--- src/rtl/adr_pkg.sv ---
// Shared constants for the audio DMA stream register file: word indices,
// status bit classes and control bit positions.
package adr_pkg;
    localparam logic [1:0]  DW_BASE      = 2'd0;
    localparam logic [1:0]  DW_IDX       = 2'd1;
    localparam logic [1:0]  DW_CNT       = 2'd2;

    localparam int          ST_HALT      = 0;
    localparam int          INT_LO       = 2;
    localparam int          INT_W        = 3;
    localparam logic [15:0] STS_SET_MASK = 16'h1F00;
    localparam logic [15:0] STS_W1C_MASK = 16'h001C;
    localparam logic [15:0] STS_RESET    = 16'h0001;

    localparam int          CR_RUN       = 0;
    localparam int          CR_SRST      = 1;
    localparam logic [7:0]  CR_VALID     = 8'h1D;
    localparam logic [7:0]  CR_KEEP      = 8'h1C;
endpackage

--- src/rtl/adr_ctrl.sv ---
// Control byte of the stream. It decodes run edges and the self-clearing
// stream reset, and pulses the fetch request after a start.
// Assumes at most one control write per cycle.
module adr_ctrl
    import adr_pkg::*;
(
    input  logic       clk,
    input  logic       rst_n,
    input  logic       wr_en,
    input  logic [7:0] wbyte,
    output logic [7:0] ctrl_q,
    output logic       run_rise,
    output logic       halt_req,
    output logic       srst,
    output logic       fetch_req
);
    logic [7:0] nxt;

    // Decode the requested control value and the run transitions.
    always_comb begin
        srst     = wr_en & wbyte[CR_SRST];
        nxt      = wbyte & CR_VALID;
        run_rise = wr_en & ~srst & nxt[CR_RUN] & ~ctrl_q[CR_RUN];
        halt_req = srst | (wr_en & ~nxt[CR_RUN] & ctrl_q[CR_RUN]);
    end

    // Hold the control byte and the one-cycle fetch request.
    always_ff @(posedge clk) begin
        if (!rst_n) begin
            ctrl_q    <= '0;
            fetch_req <= 1'b0;
        end else begin
            fetch_req <= run_rise;
            if (wr_en) begin
                ctrl_q <= srst ? (ctrl_q & CR_KEEP) : nxt;
            end
        end
    end
endmodule

--- src/rtl/adr_status.sv ---
// Status word and interrupt line. Sequencer set/clear masks are applied
// first, then bus writes (sticky set, write-one-to-clear), then the run
// transitions. The interrupt is re-evaluated only when the cause bits change.
module adr_status
    import adr_pkg::*;
(
    input  logic              clk,
    input  logic              rst_n,
    input  logic [1:0]        lane_we,
    input  logic [15:0]       wdata,
    input  logic [15:0]       seq_set,
    input  logic [15:0]       seq_clr,
    input  logic              run_rise,
    input  logic              halt_req,
    input  logic [INT_W-1:0]  int_en,
    output logic [15:0]       sts_q,
    output logic              irq
);
    logic [15:0] wval;
    logic [15:0] s_nxt;

    // Merge every source of change into the next status value.
    always_comb begin
        wval  = {lane_we[1] ? wdata[15:8] : 8'h00, lane_we[0] ? wdata[7:0] : 8'h00};
        s_nxt = (sts_q | seq_set) & ~seq_clr;
        s_nxt = s_nxt | (wval & STS_SET_MASK);
        s_nxt = s_nxt & ~(wval & STS_W1C_MASK);
        if (run_rise) s_nxt[ST_HALT] = 1'b0;
        if (halt_req) s_nxt[ST_HALT] = 1'b1;
    end

    // Register status and evaluate the interrupt on cause changes only.
    always_ff @(posedge clk) begin
        if (!rst_n) begin
            sts_q <= STS_RESET;
            irq   <= 1'b0;
        end else begin
            sts_q <= s_nxt;
            if (s_nxt[INT_LO +: INT_W] != sts_q[INT_LO +: INT_W]) begin
                irq <= |(s_nxt[INT_LO +: INT_W] & int_en);
            end
        end
    end
endmodule

--- src/rtl/adr_index.sv ---
// Base address, indices, sample count and descriptor-valid flag.
// The base address is written per byte lane and its low two bits are
// forced to zero. Stream reset has priority over every other update.
module adr_index #(
    parameter  int NDESC = 32,
    parameter  int CNT_W = 16,
    localparam int IDX_W = $clog2(NDESC)
) (
    input  logic             clk,
    input  logic             rst_n,
    input  logic [3:0]       base_we,
    input  logic [31:0]      wdata,
    input  logic             lvi_we,
    input  logic             srst,
    input  logic             seq_load,
    input  logic [IDX_W-1:0] seq_civ,
    input  logic [IDX_W-1:0] seq_piv,
    input  logic [CNT_W-1:0] seq_cnt,
    output logic [31:0]      base_q,
    output logic [IDX_W-1:0] civ_q,
    output logic [IDX_W-1:0] lvi_q,
    output logic [IDX_W-1:0] piv_q,
    output logic [CNT_W-1:0] cnt_q,
    output logic             bd_valid
);
    for (genvar l = 0; l < 4; l++) begin : g_lane
        localparam logic [7:0] KEEP = (l == 0) ? 8'hFC : 8'hFF;
        logic [7:0] q;
        // One byte lane of the base address.
        always_ff @(posedge clk) begin
            if (!rst_n || srst) q <= '0;
            else if (base_we[l]) q <= wdata[8*l +: 8] & KEEP;
        end
        assign base_q[8*l +: 8] = q;
    end

    // Indices, count and valid flag.
    always_ff @(posedge clk) begin
        if (!rst_n || srst) begin
            civ_q    <= '0;
            lvi_q    <= '0;
            piv_q    <= '0;
            cnt_q    <= '0;
            bd_valid <= 1'b0;
        end else begin
            if (lvi_we) lvi_q <= IDX_W'(32'(wdata[15:8]) % NDESC);
            if (seq_load) begin
                civ_q    <= seq_civ;
                piv_q    <= seq_piv;
                cnt_q    <= seq_cnt;
                bd_valid <= 1'b1;
            end
        end
    end
endmodule

--- src/rtl/adr_readmux.sv ---
// Packs the narrow registers into 32-bit words, masks out the disabled
// byte lanes and registers the result. Holds its value between reads.
module adr_readmux
    import adr_pkg::*;
#(
    parameter  int NDESC = 32,
    parameter  int CNT_W = 16,
    localparam int IDX_W = $clog2(NDESC)
) (
    input  logic             clk,
    input  logic             rst_n,
    input  logic             rd_en,
    input  logic [1:0]       dw,
    input  logic [3:0]       be,
    input  logic [31:0]      base_q,
    input  logic [IDX_W-1:0] civ_q,
    input  logic [IDX_W-1:0] lvi_q,
    input  logic [IDX_W-1:0] piv_q,
    input  logic [CNT_W-1:0] cnt_q,
    input  logic [15:0]      sts_q,
    input  logic [7:0]       ctrl_q,
    output logic [31:0]      rdata
);
    logic [31:0] word;
    logic [31:0] mask;

    for (genvar l = 0; l < 4; l++) begin : g_mask
        assign mask[8*l +: 8] = {8{be[l]}};
    end

    // Select and pack the addressed word.
    always_comb begin
        case (dw)
            DW_BASE: word = base_q;
            DW_IDX:  word = {sts_q, 8'(lvi_q), 8'(civ_q)};
            DW_CNT:  word = {ctrl_q, 8'(piv_q), 16'(cnt_q)};
            default: word = '0;
        endcase
    end

    // Register the lane-masked read data.
    always_ff @(posedge clk) begin
        if (!rst_n) rdata <= '0;
        else if (rd_en) rdata <= word & mask;
    end
endmodule

--- src/rtl/audio_dma_regfile.sv ---
// Top of the audio DMA stream register file. It decodes the register
// port into lane strobes and connects control, status, index and read
// logic. Assumes the sequencer drives its strobes synchronously to clk.
module audio_dma_regfile
    import adr_pkg::*;
#(
    parameter  int NDESC = 32,
    parameter  int CNT_W = 16,
    localparam int IDX_W = $clog2(NDESC)
) (
    input  logic             clk,
    input  logic             rst_n,
    input  logic             req_valid,
    input  logic             req_write,
    input  logic [1:0]       req_dw,
    input  logic [3:0]       req_be,
    input  logic [31:0]      req_wdata,
    output logic [31:0]      rsp_rdata,
    input  logic             seq_load,
    input  logic [IDX_W-1:0] seq_civ,
    input  logic [IDX_W-1:0] seq_piv,
    input  logic [CNT_W-1:0] seq_cnt,
    input  logic [15:0]      seq_sts_set,
    input  logic [15:0]      seq_sts_clr,
    output logic [31:0]      base_addr,
    output logic [IDX_W-1:0] last_idx,
    output logic             run,
    output logic             halted,
    output logic             bd_valid,
    output logic             fetch_req,
    output logic             irq
);
    logic             wr, rd;
    logic [3:0]       base_we;
    logic             lvi_we, ctrl_we;
    logic [1:0]       sts_lane;
    logic [7:0]       ctrl_q;
    logic             run_rise, halt_req, srst_pulse;
    logic [15:0]      sts_q;
    logic [IDX_W-1:0] civ_q, piv_q;
    logic [CNT_W-1:0] cnt_q;

    // Decode the register port into per-register lane strobes.
    always_comb begin
        wr       = req_valid & req_write;
        rd       = req_valid & ~req_write;
        base_we  = {4{wr && req_dw == DW_BASE}} & req_be;
        lvi_we   = wr && req_dw == DW_IDX && req_be[1];
        sts_lane = {2{wr && req_dw == DW_IDX}} & req_be[3:2];
        ctrl_we  = wr && req_dw == DW_CNT && req_be[3];
    end

    adr_ctrl ctrl_i (
        .clk(clk), .rst_n(rst_n), .wr_en(ctrl_we), .wbyte(req_wdata[31:24]),
        .ctrl_q(ctrl_q), .run_rise(run_rise), .halt_req(halt_req),
        .srst(srst_pulse), .fetch_req(fetch_req)
    );

    adr_status sts_i (
        .clk(clk), .rst_n(rst_n), .lane_we(sts_lane), .wdata(req_wdata[31:16]),
        .seq_set(seq_sts_set), .seq_clr(seq_sts_clr), .run_rise(run_rise),
        .halt_req(halt_req), .int_en(ctrl_q[INT_LO +: INT_W]),
        .sts_q(sts_q), .irq(irq)
    );

    adr_index #(.NDESC(NDESC), .CNT_W(CNT_W)) idx_i (
        .clk(clk), .rst_n(rst_n), .base_we(base_we), .wdata(req_wdata),
        .lvi_we(lvi_we), .srst(srst_pulse), .seq_load(seq_load),
        .seq_civ(seq_civ), .seq_piv(seq_piv), .seq_cnt(seq_cnt),
        .base_q(base_addr), .civ_q(civ_q), .lvi_q(last_idx), .piv_q(piv_q),
        .cnt_q(cnt_q), .bd_valid(bd_valid)
    );

    adr_readmux #(.NDESC(NDESC), .CNT_W(CNT_W)) rmux_i (
        .clk(clk), .rst_n(rst_n), .rd_en(rd), .dw(req_dw), .be(req_be),
        .base_q(base_addr), .civ_q(civ_q), .lvi_q(last_idx), .piv_q(piv_q),
        .cnt_q(cnt_q), .sts_q(sts_q), .ctrl_q(ctrl_q), .rdata(rsp_rdata)
    );

    assign run    = ctrl_q[CR_RUN];
    assign halted = sts_q[ST_HALT];
endmodule

--- config.mk ---
export PLATFORM = sky130hd
export DESIGN_NAME = audio_dma_regfile
export DESIGN_NICKNAME = d
export VERILOG_FILES = /design/src/rtl/adr_pkg.sv /design/src/rtl/adr_ctrl.sv /design/src/rtl/adr_status.sv /design/src/rtl/adr_index.sv /design/src/rtl/adr_readmux.sv /design/src/rtl/audio_dma_regfile.sv
export SDC_FILE = /design/constraint.sdc
export NUM_CORES = 1
export LEC_CHECK = 0
export BUFFER_PORTS_ARGS = -buffer_cell sky130_fd_sc_hd__buf_4
export CAP_MARGIN = 15
export CORE_UTILIZATION = 55
export CTS_BUF_LIST = sky130_fd_sc_hd__clkbuf_8
export CTS_CLUSTER_SIZE = 12
export DETAILED_ROUTE_END_ITERATION = 8
export PLACE_DENSITY = 0.87
export SKIP_CTS_REPAIR_TIMING = 1
export SLEW_MARGIN = 40
export SYNTH_ARGS = -nofsm -noshare
export SYNTH_HDL_FRONTEND = slang
export SYNTH_SLANG_ARGS = --single-unit
export TNS_END_PERCENT = 10
--- constraint.sdc ---
create_clock -name clk -period 2.06 [get_ports clk]
set_input_delay 0.103 -clock clk [delete_from_list [all_inputs] [get_ports clk]]
set_output_delay 0.103 -clock clk [all_outputs]
set_load 0.005 [all_outputs]
==> impl_metrics.json <==
{
  "p_leak_nw": 3.35,
  "synth_top_area_share_pct": 47.1,
  "use_met1_pct": 34.7,
  "drt-initial-drc-count": 260,
  "antenna_found_initial": 0,
  "setup-tns-final_ns": 0,
  "setup_viol": 0,
  "cp_data_required_time_ns": 2.37,
  "ys.flop_type": "dfxtp_1",
  "worst_slew_margin_rel_pct": 61.5,
  "ant_nets": 0,
  "syn_area_um2": 4930,
  "skew_ns": 0.00685,
  "yosysWarnings": 0,
  "crit_path_top_delay_cell": "dlygate4sd3_1",
  "gr-usage-met2_pct": 49.8,
  "cpPeakStageDelay_ns": 0.54,
  "yosys.cell_count.top_type": "dfxtp_1",
  "holdPathEnd": "sts_i.sts_q[10]",
  "grt_busiest_layer": "met2",
  "layout.nets": 859,
  "period_needed_ns": 1.45,
  "path_clk_slew_ns": 0.07,
  "worstPathCellList": "buf_4 > nor2b_2 > a31oi_1 > o211a_1 > dlygate4sd3_1",
  "finalNonFillerCells": 875,
  "synth_edf_count": 0,
  "maxSlewViolCount": 0,
  "postSynth.asyncResetShare_pct": 0,
  "ys_seq_area_share_pct": 47.1,
  "final_layout_size_suffix_gt1_share_pct": 30.1,
  "dr.pass1.iters": 6,
  "synth.largest_area_cell": "dfxtp_1",
  "syn_area_per_cell_um2": 9.59,
  "ys_types": 39,
  "grt_util_all_layers_pct": 29.1,
  "ir_drop_v": 0.000417,
  "cts.htree.levels": 4,
  "wl_um": 15400,
  "fp-row-count": 34,
  "dp_cells": 771,
  "run_status": "complete, but fails checks",
  "hold_slack_ns": -0.00762,
  "grt_pass1_vias": 4431,
  "maxCapViolations": 0,
  "ff2ff_setup_slack_ns": 0.74,
  "met3_usage_pct": 8.31,
  "core_area_um2": 8680,
  "diodes": 0,
  "die_h_um": 96.7,
  "holdPathStages": 4,
  "r2r-start": "sts_i.sts_q[2]",
  "crit_type": "input pin to register",
  "grt_max_degree": 57,
  "cts_tree": "done",
  "synthTopCellsByArea": "dfxtp_1 (47%), mux2i_1 (15%), nor2_1 (5.8%)",
  "clockBufferDepth": 2,
  "area_growth_pct": 50.4,
  "fmax_mhz": 689,
  "r2r-end": "sts_i.irq",
  "die_w_um": 96.7,
  "numCtsBuffers": 17,
  "rsz0062_at_grt": "no",
  "clk_latency_ns": 0.42,
  "min_path_type": "input pin to register",
  "dp_hpwl_um": 9700,
  "netlist_instances": 514,
  "io_pins": 175,
  "violations": "hold timing",
  "hold_viol": 4,
  "clock_sinks": 116,
  "post_drt_wl_per_cell_um": 17.7,
  "synth_commonest_cells": "dfxtp_1 (116), mux2i_1 (76), nor2_1 (76), nor2b_1 (43), nand2_1 (32)",
  "r2r_cells": 4,
  "crit_arrival_ns": 1.77,
  "worst_slew_pin_slew_ns": 0.575,
  "hold_start": "seq_sts_clr[10]",
  "gp_congestion": 0.811,
  "cp-end-kind": "register",
  "floorplan.initialDensity_pct": 56.8,
  "grt-ovfl-total": 0,
  "vias_per_cell": 5.55,
  "crit_buf_inv": 2,
  "vias": 4855,
  "critPathTopFamily": "buffers and inverters",
  "drc": 0,
  "io_buffers": 170,
  "dieArea_um2": 9350,
  "cts-root-buf": "clkbuf_8",
  "ys_ff_latch": 116,
  "power-per-cell-area_nw_per_um2": 670,
  "worst-path-max-fanout": 20,
  "min_period_over_period_pct": 70.5,
  "grt_pass1_wl_um": 22000,
  "cp-start-kind": "input pin"
}
## layout by cell type (no fill, tap or decap), types with 2 or more instances in the layout
cell type and instances:
nor2_1 76, mux2i_1 76, o211a_1 4, mux2_2 13, o21ai_0 19, nand3_1 8, dfxtp_1 116, nand3_2 3
inv_1 4, a22oi_1 21, and3_1 2, dlygate4sd3_1 76, and2_1 2, clkinv_2 4, o31ai_1 2, bufinv_16 2
buf_4 181, clkbuf_8 20, conb_1 2, nand3b_1 2, a32oi_1 12, nor4b_1 2, nand2_1 32, nor3b_1 12
a31oi_1 2, nor2b_1 43, a21oi_1 16
## worst reg2reg max path: cells and delay by family (launching register included)
family | cells | cell delay, ns
and+or+nand+nor | 1 | 0.21
AOI/OAI and AO/OA | 2 | 0.48
muxes | 1 | 0.15
DFF | 1 | 0.37
## per-stage QoR
| step | utilization [%] | area (um^2) | power (W) | setup slack, ns |
|---|---|---|---|---|
| final | 85.4 | 7410 | 0.00496 | 0.608 |
| after CTS | 76.6 | 6650 | 0.00483 | 0.787 |
| after global placement | 72.5 | 6290 | 0.00289 | 0.394 |
| after global routing | 85.4 | 7410 | 0.00513 | 0.565 |
| after detailed placement | 72.5 | 6290 | 0.00291 | 0.357 |
| after floorplan | - | 4930 | 0.00264 | 0.831 |
## registers in the layout (all words and copies together) (netlist names)
name / cells
ctrl_i.ctrl_q: 4
ctrl_i.fetch_req: 1
idx_i.bd_valid: 1
idx_i.civ_q: 5
idx_i.cnt_q: 16
idx_i.g_lane.q: 30
idx_i.lvi_q: 5
idx_i.piv_q: 5
rmux_i.rdata: 32
sts_i.irq: 1
sts_i.sts_q: 16
## logic make-up (layout without fill, tap and decap cells)
logic type / Yosys count / in the layout / synth area share (%)
and+or+nand+nor: 192 / 192 / 19.9
AOI/OAI and AO/OA: 80 / 80 / 11.0
muxes: 89 / 89 / 18.4
buffers and inverters: 36 / 288 / 3.58
DFF: 116 / 116 / 47.1
other: 1 / 2 / 0.0761
## area by class of cell
cell class                      count  area (um^2)
Tap cell                          108          135
Clock inverter                      8         87.6
Clock buffer                       20          275
Sequential cell                   116         2320
Fill cell                         473         1270
Timing Repair Buffer              258         2140
Multi-Input combinational cell    363         2440
Inverter                            2         7.51
## worst max-delay path by stage
stage,cells after the start,start,endpoint
2_1_floorplan,6,req_dw[1],sts_i.irq
3_3_place_gp,5,req_dw[0],idx_i.lvi_q[3]
3_5_place_dp,6,req_dw[0],sts_i.irq
4_1_cts,6,req_dw[0],sts_i.irq
5_1_grt,5,req_dw[0],sts_i.sts_q[3]
6_report,5,req_dw[0],sts_i.sts_q[3]
## power by group
part	internal [W]	switching, W	leakage, nW
Clock	0.00113	0.000848	0.198
Combinational	0.000361	0.000284	2.21
Sequential	0.00230	0.0000402	0.944
Total	0.00379	0.00117	3.35
## layer usage
| layer | routed length [um] | vias to the layer above | share of wire (%) |
|---|---|---|---|
| li1 | - | 2284 | - |
| met1 | 6050 | 2301 | 39 |
| met2 | 7840 | 225 | 51 |
| met3 | 1050 | 45 | 6.8 |
| met4 | 507 | 0 | 3.3 |
| met5 | 0 | - | 0 |
(Power assumes the default switching activity.)
